===== src/rtl/hostFifoBridgePkg.sv =====
package hostFifoBridgePkg;

  localparam int BYTE_W = 8;
  localparam int LEN_W  = 32;

  // Operation codes, bit 0 = output-enable, bit 1 = read, bit 2 = write (all active low)
  localparam logic [2:0] OP_READ  = 3'b100;
  localparam logic [2:0] OP_WRITE = 3'b011;
  localparam logic [2:0] OP_NOP   = 3'b111;

  typedef enum logic [2:0] {
    ST_IDLE   = 3'd0,
    ST_HDR    = 3'd1,
    ST_LEN    = 3'd2,
    ST_TOFAB  = 3'd3,
    ST_TOHOST = 3'd4,
    ST_HOLD   = 3'd5
  } bridgeState_t;

  // Strobes from control to datapath
  typedef struct packed {
    logic takeHdr;
    logic takeLen;
    logic stepLen;
  } dpStrobe_t;

endpackage


===== src/rtl/bridgeDatapath.sv =====
module bridgeDatapath
  import hostFifoBridgePkg::*;
#(
  parameter int DATA_W = BYTE_W,
  parameter int CNT_W  = LEN_W
) (
  input  logic              clk,
  input  logic              rstN,
  input  dpStrobe_t         dp,
  input  logic [DATA_W-1:0] fifoDataIn,
  output logic              dirToHost,
  output logic [DATA_W-2:0] chan,
  output logic              lenIsOne,
  output logic              lenNextZero
);

  localparam int KEEP_W = CNT_W - DATA_W;

  logic [CNT_W-1:0] lenReg;
  logic [CNT_W-1:0] lenShifted;

  assign lenShifted  = {lenReg[KEEP_W-1:0], fifoDataIn};
  assign lenNextZero = (lenShifted == '0);
  assign lenIsOne    = (lenReg == CNT_W'(1));

  always_ff @(posedge clk or negedge rstN) begin
    if (!rstN) begin
      dirToHost <= 1'b0;
      chan      <= '0;
      lenReg    <= '0;
    end else begin
      if (dp.takeHdr) begin
        dirToHost <= fifoDataIn[DATA_W-1];
        chan      <= fifoDataIn[DATA_W-2:0];
        lenReg    <= '0;
      end else if (dp.takeLen) begin
        lenReg <= lenShifted;
      end else if (dp.stepLen) begin
        lenReg <= lenReg - CNT_W'(1);
      end
    end
  end

endmodule


===== src/rtl/bridgeCtrl.sv =====
module bridgeCtrl
  import hostFifoBridgePkg::*;
#(
  parameter int LEN_BYTES = LEN_W / BYTE_W
) (
  input  logic      clk,
  input  logic      rstN,
  input  logic      fifoNotEmpty,
  input  logic      fifoNotFull,
  input  logic      pauseReq,
  input  logic      dnReady,
  input  logic      upValid,
  input  logic      dirToHost,
  input  logic      lenIsOne,
  input  logic      lenNextZero,
  output logic [2:0] opCode,
  output dpStrobe_t dp,
  output logic      popData,
  output logic      pushData,
  output logic      driveBus
);

  localparam int IDX_W = (LEN_BYTES > 1) ? $clog2(LEN_BYTES) : 1;
  localparam logic [IDX_W-1:0] IDX_LAST = IDX_W'(LEN_BYTES - 1);

  bridgeState_t state, stateNext;
  logic [IDX_W-1:0] lenIdx;
  bridgeState_t dataState;

  assign dataState = dirToHost ? ST_TOHOST : ST_TOFAB;
  assign driveBus  = (state == ST_TOHOST);

  always_comb begin
    stateNext = state;
    opCode    = OP_NOP;
    dp        = '0;
    popData   = 1'b0;
    pushData  = 1'b0;
    unique case (state)
      ST_IDLE: begin
        if (fifoNotEmpty && !pauseReq) stateNext = ST_HDR;
      end
      ST_HDR: begin
        if (fifoNotEmpty && !pauseReq) begin
          opCode     = OP_READ;
          dp.takeHdr = 1'b1;
          stateNext  = ST_LEN;
        end
      end
      ST_LEN: begin
        if (fifoNotEmpty && !pauseReq) begin
          opCode     = OP_READ;
          dp.takeLen = 1'b1;
          if (lenIdx == IDX_LAST) stateNext = lenNextZero ? ST_IDLE : dataState;
        end
      end
      ST_TOFAB: begin
        if (pauseReq) begin
          stateNext = ST_HOLD;
        end else if (fifoNotEmpty && dnReady) begin
          opCode     = OP_READ;
          popData    = 1'b1;
          dp.stepLen = 1'b1;
          if (lenIsOne) stateNext = ST_IDLE;
        end
      end
      ST_TOHOST: begin
        if (pauseReq) begin
          stateNext = ST_HOLD;
        end else if (fifoNotFull && upValid) begin
          opCode     = OP_WRITE;
          pushData   = 1'b1;
          dp.stepLen = 1'b1;
          if (lenIsOne) stateNext = ST_IDLE;
        end
      end
      ST_HOLD: begin
        if (!pauseReq) stateNext = dataState;
      end
      default: stateNext = ST_IDLE;
    endcase
  end

  always_ff @(posedge clk or negedge rstN) begin
    if (!rstN) begin
      state  <= ST_IDLE;
      lenIdx <= '0;
    end else begin
      state <= stateNext;
      if (dp.takeHdr) lenIdx <= '0;
      else if (dp.takeLen) lenIdx <= (lenIdx == IDX_LAST) ? '0 : lenIdx + IDX_W'(1);
    end
  end

endmodule


===== src/rtl/hostFifoBridge.sv =====
module hostFifoBridge
  import hostFifoBridgePkg::*;
#(
  parameter int DATA_W = BYTE_W,
  parameter int CNT_W  = LEN_W
) (
  input  logic              clk,
  input  logic              rstN,
  input  logic [DATA_W-1:0] fifoDataIn,
  output logic [DATA_W-1:0] fifoDataOut,
  output logic              fifoDataOe,
  input  logic              fifoNotEmpty,
  input  logic              fifoNotFull,
  output logic              fifoOeN,
  output logic              fifoRdN,
  output logic              fifoWrN,
  input  logic              pauseReq,
  output logic [DATA_W-1:0] dnData,
  output logic [DATA_W-2:0] dnChan,
  output logic              dnValid,
  input  logic              dnReady,
  input  logic [DATA_W-1:0] upData,
  output logic [DATA_W-2:0] upChan,
  input  logic              upValid,
  output logic              upReady
);

  localparam int LEN_BYTES = CNT_W / DATA_W;

  dpStrobe_t         dp;
  logic [2:0]        opCode;
  logic              dirToHost, lenIsOne, lenNextZero;
  logic              popData, pushData, driveBus;
  logic [DATA_W-2:0] chan;

  bridgeCtrl #(.LEN_BYTES(LEN_BYTES)) ctrl_i (
    .clk(clk), .rstN(rstN),
    .fifoNotEmpty(fifoNotEmpty), .fifoNotFull(fifoNotFull),
    .pauseReq(pauseReq), .dnReady(dnReady), .upValid(upValid),
    .dirToHost(dirToHost), .lenIsOne(lenIsOne), .lenNextZero(lenNextZero),
    .opCode(opCode), .dp(dp), .popData(popData), .pushData(pushData),
    .driveBus(driveBus)
  );

  bridgeDatapath #(.DATA_W(DATA_W), .CNT_W(CNT_W)) dpath_i (
    .clk(clk), .rstN(rstN), .dp(dp), .fifoDataIn(fifoDataIn),
    .dirToHost(dirToHost), .chan(chan),
    .lenIsOne(lenIsOne), .lenNextZero(lenNextZero)
  );

  assign fifoOeN     = opCode[0];
  assign fifoRdN     = opCode[1];
  assign fifoWrN     = opCode[2];
  assign fifoDataOut = upData;
  assign fifoDataOe  = driveBus;
  assign dnData      = fifoDataIn;
  assign dnChan      = chan;
  assign dnValid     = popData;
  assign upChan      = chan;
  assign upReady     = pushData;

endmodule


===== config.mk =====
export PLATFORM = sky130hd
export DESIGN_NAME = hostFifoBridge
export DESIGN_NICKNAME = d
export VERILOG_FILES = /design/src/rtl/hostFifoBridgePkg.sv /design/src/rtl/bridgeDatapath.sv /design/src/rtl/bridgeCtrl.sv /design/src/rtl/hostFifoBridge.sv
export SDC_FILE = /design/constraint.sdc
export NUM_CORES = 1
export LEC_CHECK = 0
export ABC_CLOCK_PERIOD_IN_PS = 2400
export CAP_MARGIN = 20
export CELL_PAD_IN_SITES_DETAIL_PLACEMENT = 1
export CELL_PAD_IN_SITES_GLOBAL_PLACEMENT = 2
export CORE_UTILIZATION = 28
export CTS_BUF_LIST = sky130_fd_sc_hd__clkbuf_4 sky130_fd_sc_hd__clkbuf_8
export DETAILED_ROUTE_END_ITERATION = 10
export PLACE_DENSITY_LB_ADDON = 0.1
export SLEW_MARGIN = 20
export SYNTH_ARGS = -nofsm -noshare
export SYNTH_HDL_FRONTEND = slang
export SYNTH_SLANG_ARGS = --single-unit

===== constraint.sdc =====
create_clock -name clk -period 2.4 [get_ports clk]
set_input_delay 0.6 -clock clk [delete_from_list [all_inputs] [get_ports clk]]
set_output_delay 0.6 -clock clk [all_outputs]
set_load 0.05 [all_outputs]

[After elaboration in Yosys (flattened, before gate mapping)]
Index checks and enable logic that the tools add are counted.
Storage, ports and cells
  ROM bits: 0
  flip-flop bits (word level): 45
  output and inout bits: 36
  word-level logic and storage cells: 66
  bits in writable memories: 0
  memories: 0
  input port bits: 23
  bits in latches: 0
Operators by class
  shift-type cells: 0
  div/mod/pow operators: 0
  eq/ne operators: 14
  $add $sub $neg: 2
  muxes and demuxes: 35
  $lt $le $gt $ge: 0
  multipliers: 0
  reductions and logical operators: 10
  bitwise logic cells: 0
Operators with widths (count)
  $mux W32: 3
  $mux W3: 15
  $eq A32 B1 Y1 const B: 1
  $logic_not A32 Y1: 1
  $sub A32 B1 Y32 const B: 1
  $pmux W3 S6: 1
  $mux W2: 5
  $mux W1: 9
  $pmux W3 S3: 1
  $ne A2 B1 Y1 const B: 4
  $reduce_and A7 Y1: 1
  $eq A3 B2 Y1 const B: 2
  $eq A3 B3 Y1 const B: 2
  $eq A3 B1 Y1 const B: 1
  $logic_and A1 B1 Y1: 3
  $logic_not A3 Y1: 1
  $ne A3 B1 Y1 const B: 1
  $ne A3 B2 Y1 const B: 1
  $reduce_bool A3 Y1: 1
  $add A2 B1 Y2 const B: 1
  $eq A2 B2 Y1 const B: 1
  $ne A2 B2 Y1 const B: 1
  $pmux W1 S2: 1
  $reduce_bool A2 Y1: 1
  2 further kinds: 2

[Longest topological paths before layout]
Gate-level depths: netlist of the first run.
  depth after elaboration: 7
  mapped depth: 10
  gate-level depth less buffers: 8

[By module]
Synthesis of the first run repeated with hierarchy kept, for this count alone.
Second synthesis, totals
  cells, all modules: 402
  area total of the unflattened synthesis: 3360.7 µm²
By module, submodules not included
  bridgeDatapath: cells each 310, area an instance 2673.8 µm², sequential area each 1001.0 µm², times used 1
  bridgeCtrl: cells each 69, area an instance 514.2 µm², sequential area each 125.1 µm², times used 1
  hostFifoBridge: cells each 23, area an instance 172.7 µm², sequential area each 0.0 µm², times used 1

[Worst setup path after synthesis of the first run]
OpenSTA, ideal clock, no wires.
  path type: input-to-output
  from: input port pauseReq
  to: output port fifoRdN
  path buffers: 1
  cell stages on the path: 4
  setup slack: -0.087 ns
  data required time: 1.800 ns
  arrival time: 1.887 ns
  path through: nor3b_2 -> o21ai_0 -> o21bai_1 -> buf_4
On the way
  longest elaborated chain between the ends: 4
  elaborated cells between the ends (all ways): 6
  classes of those cells: mux (4); reduce/logical (2)
RTL lines
  start: declaration: RTL line hostFifoBridge.sv:17  | input logic pauseReq,
  $logic_not A1 Y1: RTL line bridgeCtrl.sv:44, bridgeCtrl.sv:51
  $logic_and A1 B1 Y1: RTL line bridgeCtrl.sv:44, bridgeCtrl.sv:51
  $mux W2: RTL line bridgeCtrl.sv:44, bridgeCtrl.sv:51
  $pmux W3 S3 *: RTL line bridgeCtrl.sv:39  | unique case (state)
  end: declaration: RTL line hostFifoBridge.sv:15  | output logic fifoRdN,
Every way passes the cells marked *; elsewhere a longest branch is shown, timed or not.

[Final worst setup path of the first run]
  from: input port fifoNotFull
  to: output port upReady
On the way
  longest elaborated chain between the ends: 4
RTL lines
  start: declaration: RTL line hostFifoBridge.sv:13  | input logic fifoNotFull,
  $logic_and A1 B1 Y1: RTL line bridgeCtrl.sv:70  | end else if (fifoNotFull && upValid) begin
  $mux W1: RTL line bridgeCtrl.sv:70
  $mux W1: RTL line bridgeCtrl.sv:68  | if (pauseReq) begin
  $mux W1: RTL line bridgeCtrl.sv:39
  end: declaration: RTL line hostFifoBridge.sv:25  | output logic upReady
Every way passes these cells.

==> results.py, run 1 <==
metrics = {
    "placement": {
        "dpl.hpwl_mm": 7.73,
        "place_congestion": 0.756,
        "portBuffers": 42,
    },
    "yosys": {
        "avgSynthCellArea_sq_um": 7.91,
        "netlist_area_sq_um": 3090,
        "synthTopCellsByArea": "dfrtp_1 (36%), buf_4 (6.1%), o21ai_0 (5.7%)",
        "yosysSeqAreaShare": 0.364,
        "yosys.cell_types.count": 51,
        "ys.warnings.count": 0,
        "synth_fp_nets": 417,
        "async_reset_ff_frac": 1.00,
        "synth_edf_count": 0,
        "ys.flop_type": "dfrtp_1",
        "netlist.area_leader.share": 0.364,
        "yosysTopAreaCell": "dfrtp_1",
        "ys_seq_elements": 45,
        "netlist_instances": 391,
    },
    "sta": {
        "fmax_mhz": 425,
        "finalSetupTns_ps": 0,
        "final.min_clock_period_ps": 2350,
        "hold_violations": 0,
        "relSlewSlack": 0.569,
        "fin_skew_ps": 4.59,
        "grt_setup_unrepaired": "yes",
        "worst_slew_pin_slew_ps": 646,
        "hold-worst-slack_ps": 379,
        "finalCritPeriodShare": 0.979,
        "slew_violations": 0,
        "setup_viol_count_final": 0,
    },
    "setup_path": {
        "critPathArrivalTime_ps": 1750,
        "critPathMaxStageDelay_ps": 470,
        "worst_setup_path_end_kind": "output port",
        "r2r-start": "ctrl_i.state[1]",
        "path_class": "input pin to output port",
        "cp-start-kind": "input pin",
        "required_ps": 1800,
        "cp_max_fo": 3,
        "crit_chain": "clkdlybuf4s50_1 -> nand2_2 -> or3_4 -> inv_2 -> buf_12",
        "crit_start": "fifoNotFull",
        "slowest_stage": "clkdlybuf4s50_1",
    },
    "clock_network": {
        "cts_made_buffers": 5,
        "cts.path.max_buffers": 2,
        "clkLatencyLatePin_ps": 310,
        "cts_htree_levels": 2,
        "cts_sinks": 45,
        "cts.clk_slew.worst_paths_ps": 90,
        "cts_hold_buf": 0,
        "cts_tree": "yes",
        "clockRootBuffer": "clkbuf_8",
    },
    "flow_run": {
        "max_cap_viol_count": 0,
    },
    "drt": {
        "via_count": 3085,
        "wl_per_cell_um": 17.7,
        "drt_iter0_markers": 143,
        "avgViaCountPerCell": 5.14,
        "drt_pass1_iterations": 4,
        "wl_mm": 10.6,
        "ant_nets": 0,
        "drc": 0,
    },
    "global_routing": {
        "track_usage": 0.197,
        "grt_pass1_vias": 3145,
        "grt_max_degree": 46,
        "grtUsageMet1": 0.274,
        "gr-total-overflow": 0,
        "antenna_found_initial": 0,
        "grtUsageMet2": 0.319,
        "grt_pass1_wl_mm": 17.5,
        "grt.busiest_layer": "met2",
        "grt_use_met3": 0.0292,
    },
    "final_layout": {
        "finalNetCount": 486,
        "fillers": 1274,
        "diodes": 0,
        "drive_gt1_frac": 0.246,
        "area_delta_synth_final_pct": 35.5,
    },
    "hold_path": {
        "hold_class": "input pin to asynchronous set/reset pin",
    },
    "pwr": {
        "cellPowerDensity_nw_per_um2": 1440,
        "p_leak_uw": 0.00183,
        "p_total_uw": 6020,
        "vdd_drop_max_mv": 0.552,
    },
    "floorplan": {
        "initial_utilization": 0.287,
        "die-width_um": 107,
        "design.core.area_sq_um": 10800,
        "chipHeight_um": 107,
        "die-area_sq_um": 11500,
        "rows": 38,
        "io-pin-count": 59,
    },
    "outcome": {
        "status": "complete, no violations",
    },
}
==> kinds of logic after synthesis <==
kind of cell    after synthesis  synth area share
simple gates                160             0.267
compound gates              124             0.236
buf+inv                      58             0.117
flops                        45             0.364
fa+ha+maj                     3            0.0121
mux                           1           0.00324
==> critical path, delay by kind of cell <==
| family | cells | cell delay (ps) |
|---|---|---|
| buffers and inverters | 3 | 680 |
| and+or+nand+nor | 2 | 470 |
==> report_power, final <==
part | internal [uW] | switching [uW] | total (uW)
combinational | 1690 | 2370 | 4050
sequential | 1090 | 355 | 1450
clock | 241 | 277 | 518
==> through the flow <==
step	area [sq um]	setup WS [ps]	utilization	instances
5_1_grt	4190	-8.60	0.388	600
2_1_floorplan	3100	61.5	-	391
6_report	4190	49.7	0.388	600
4_1_cts	4170	8.11	0.386	600
3_5_place_dp	4010	-324	0.372	590
3_3_place_gp	4010	-210	0.372	590
==> cells in the mapped netlist, types with 5 or more instances <==
cell,count
o21ai_1,24
buf_2,6
a21oi_1,31
nor3_1,17
inv_1,8
dfrtp_1,45
buf_4,25
o21ai_0,35
nor3b_1,5
o2bb2ai_1,6
nor4_1,11
nand2_1,41
clkbuf_1,11
nand3_1,8
nor2_1,45
==> metal layers <==
layer / vias up / share of wire
li1: 1517 / -
met1: 1516 / 0.49
met2: 42 / 0.48
met3: 10 / 0.026
met4: 0 / 0.010
met5: - / 0
==> cell usage in the layout, fill, tap and decap left out, types with 4 or more instances in the layout <==
| cell type | n |
|---|---|
| nor4_2 | 4 |
| nand2_1 | 40 |
| nor4_1 | 10 |
| a21oi_2 | 4 |
| clkdlybuf4s50_1 | 25 |
| nor3b_1 | 5 |
| o22ai_1 | 4 |
| buf_12 | 15 |
| o21ai_1 | 25 |
| dfrtp_1 | 45 |
| nand3_1 | 8 |
| buf_4 | 65 |
| clkbuf_8 | 6 |
| a21oi_1 | 31 |
| nor3_1 | 17 |
| inv_1 | 7 |
| nor2_1 | 44 |
| o2bb2ai_1 | 6 |
| o21ai_0 | 34 |
| a22o_1 | 4 |
==> cell type report <==
| type | instances | area [sq um] | area share |
|---|---|---|---|
| clock buffers | 7 | 90.1 | 0.0215 |
| inverters | 8 | 30.0 | 0.00716 |
| multi-input cells | 288 | 1660 | 0.396 |
| flip-flops and latches | 45 | 1130 | 0.269 |
| well taps | 140 | 175 | 0.0418 |
| repair buffers | 112 | 1110 | 0.265 |
==> sequential cells by signal (all words and copies together) (netlist names) <==
name and count:
ctrl_i.lenIdx 2, ctrl_i.state 3, dpath_i.chan 7, dpath_i.dirToHost 1, dpath_i.lenReg 32
==> repair_timing <==
item	4_1_cts	5_1_grt
buffers inserted	4	0
setup endpoints to repair	5	4
pin swaps	2	1
resized for setup	13	6
==> path summary, 6_finish.rpt <==
| check | cells after the start | slack [ps] | end |
|---|---|---|---|
| setup reg to reg | 7 | 180 | dpath_i.lenReg[13] |
| min in group clk | 1 | 500 | dpath_i.lenReg[30] |
| max in group asynchronous | 2 | 1570 | dpath_i.lenReg[14] |
| setup / recovery | 5 | 50 | upReady |
| hold reg to reg | 1 | 500 | dpath_i.lenReg[30] |
| hold / removal | 2 | 380 | ctrl_i.state[0] |
No activity file was read; power rests on OpenSTA's default activity.
==> run 2, diff against run 1 <==
--- a/config.mk
+++ b/config.mk
@@ -9,8 +9,7 @@
 export CAP_MARGIN = 20
 export CELL_PAD_IN_SITES_DETAIL_PLACEMENT = 1
 export CELL_PAD_IN_SITES_GLOBAL_PLACEMENT = 2
-export CORE_UTILIZATION = 28
-export CTS_BUF_LIST = sky130_fd_sc_hd__clkbuf_4 sky130_fd_sc_hd__clkbuf_8
+export CORE_UTILIZATION = 27
 export DETAILED_ROUTE_END_ITERATION = 10
 export PLACE_DENSITY_LB_ADDON = 0.1
 export SLEW_MARGIN = 20
==> run 2 against run 1 <==
  * Register-to-register slack hardly changed
  * Clock skew is 2.1 ps higher
  * Design area is 2.2% higher
  * Sequential power fell by 3%
  * Sequential share of layout area fell by 0.57 points
  * Clock power increased by 60%
  * Total power rose by 6.8%
  * Final cell count rose by 0.33%
  * Global-route usage is 0.091 points lower
  * Critical endpoint unchanged
==> results.py, run 2 (synthesized netlist as in run 1, its figures left out) <==
metrics = {
    "flow_run": {
        "max_cap_viol_count": 0,
    },
    "drt": {
        "wl_per_cell_um": 17.8,
        "drt_iter0_markers": 148,
        "via_count": 3082,
        "ant_nets": 0,
        "drc": 0,
        "avgViaCountPerCell": 5.12,
        "wl_mm": 10.7,
        "drt_pass1_iterations": 4,
    },
    "clock_network": {
        "cts_sinks": 45,
        "clkLatencyLatePin_ps": 290,
        "cts.path.max_buffers": 2,
        "clockRootBuffer": "clkbuf_16",
        "cts.clk_slew.worst_paths_ps": 60,
        "cts_made_buffers": 5,
        "cts_htree_levels": 2,
        "cts_tree": "yes",
    },
    "sta": {
        "relSlewSlack": 0.569,
        "worst_slew_pin_slew_ps": 646,
        "hold-worst-slack_ps": 423,
        "finalSetupTns_ps": 0,
        "final.min_clock_period_ps": 2360,
        "grt_setup_unrepaired": "no",
        "finalCritPeriodShare": 0.982,
        "fmax_mhz": 424,
        "slew_violations": 0,
        "hold_violations": 0,
        "setup_viol_count_final": 0,
        "fin_skew_ps": 6.66,
    },
    "setup_path": {
        "r2r-start": "dpath_i.lenReg[1]",
        "critPathMaxStageDelay_ps": 450,
        "slowest_stage": "clkdlybuf4s50_1",
        "critPathArrivalTime_ps": 1760,
        "required_ps": 1800,
        "path_class": "input pin to output port",
        "cp-start-kind": "input pin",
        "crit_chain": "clkdlybuf4s50_1 -> nand2_1 -> or3_4 -> inv_2 -> buf_12",
        "rr_endpoint": "dpath_i.lenReg[22]",
        "cp_max_fo": 6,
        "rr_worst_depth": 8,
        "ff2ff_setup_slack_ps": 190,
        "worst_setup_path_end_kind": "output port",
    },
    "final_layout": {
        "final_cell_mix": "buf_4 (66), dfrtp_1 (45), nor2_1 (43), nand2_1 (41), o21ai_0 (34)",
        "postLayoutCoreUtil": 0.390,
        "area_delta_synth_final_pct": 38.5,
        "diodes": 0,
        "regMostFlops": "dpath_i.lenReg",
        "multi_input_area_sq_um": 1640,
        "drive_gt1_frac": 0.245,
        "layout.cells.non_filler": 602,
        "fillers": 1286,
        "largest_register_ffs": 32,
        "reg_top3": "dpath_i.lenReg (32), dpath_i.chan (7), ctrl_i.state (3)",
        "layout_commonest_cell": "buf_4",
        "finalNetCount": 487,
        "regArea_sq_um": 1130,
    },
    "placement": {
        "portBuffers": 42,
        "dp.cells": 592,
        "dpl.hpwl_mm": 7.88,
        "place_congestion": 0.762,
    },
    "pwr": {
        "power_frac_comb": 0.652,
        "vdd_drop_max_mv": 0.599,
        "clock_power_share": 0.129,
        "cellPowerDensity_nw_per_um2": 1500,
        "swShare": 0.474,
        "p_sw_uw": 3040,
        "p_leak_uw": 0.00188,
        "p_int_uw": 3380,
        "p_total_uw": 6430,
        "pwr-share-seq": 0.218,
    },
    "outcome": {
        "status": "complete, no violations",
    },
    "global_routing": {
        "grt_pass1_wl_mm": 17.9,
        "antenna_found_initial": 0,
        "grt_max_degree": 68,
        "track_usage": 0.196,
        "grt_pass1_vias": 3293,
        "gr-total-overflow": 0,
    },
    "floorplan": {
        "chipHeight_um": 109,
        "rows": 38,
        "design.core.area_sq_um": 11000,
        "io-pin-count": 59,
        "die-area_sq_um": 11900,
        "initial_utilization": 0.282,
        "die-width_um": 109,
    },
    "hold_path": {
        "hold_class": "input pin to asynchronous set/reset pin",
    },
}
[run 2: critical path, delay by kind of cell]
kind | cells | cell delay [ps]
buf+inv | 3 | 670
simple gates | 2 | 490
[run 2: metrics by stage]
stage / worst slack, ps / cell area (sq um)
final: 42.2 / 4280
after global routing: 1.49 / 4280
after CTS: 9.23 / 4270
after detailed placement: -169 / 4050
after global placement: -176 / 4050
after floorplan: 61.5 / 3100
[run 2: how the worst max path moves through the flow]
| stage | from | end | cells after the start |
|---|---|---|---|
| after detailed placement | fifoDataIn[1] | ctrl_i.state[1] | 6 |
| after global routing | dpath_i.lenReg[1] | dpath_i.lenReg[22] | 8 |
| after global placement | fifoDataIn[1] | ctrl_i.state[1] | 6 |
| final | fifoNotFull | upReady | 5 |
| after floorplan | ctrl_i.state[1] | upReady | 5 |
| after CTS | ctrl_i.state[1] | upReady | 4 |
[run 2: timing repair]
action / 4_1_cts / 5_1_grt
setup buffers: 1 / 1
pin swaps: 2 / 2
setup endpoints to repair: 5 / 6
hold endpoints to repair: 0 / 0
hold buffers: 0 / 0
resized for setup: 10 / 3
[run 2: per-layer routing]
| layer | share of wire | GRT usage |
|---|---|---|
| met2 | 0.48 | 0.328 |
| met4 | 0.0095 | 0.0454 |
| met3 | 0.021 | 0.0197 |
| met5 | 0 | 0 |
| met1 | 0.49 | 0.271 |
[run 2: cell type report]
type | count | share of cell area
sequential | 45 | 0.263
clock buffer | 6 | 0.0324
multi-input combinational | 288 | 0.384
inverter | 8 | 0.00701
clock inverter | 2 | 0.00876
timing repair buffer | 113 | 0.264
tap | 140 | 0.0409
[run 2: power by group through the flow]
stage / Combinational, uW / Clock, uW / Sequential, uW
5_1_grt: 4620 / 884 / 1460
3_3_place_gp: 4100 / 0 / 1410
4_1_cts: 4200 / 861 / 1410
3_5_place_dp: 4160 / 0 / 1420
6_report: 4190 / 831 / 1400
2_1_floorplan: 2350 / 0 / 1590
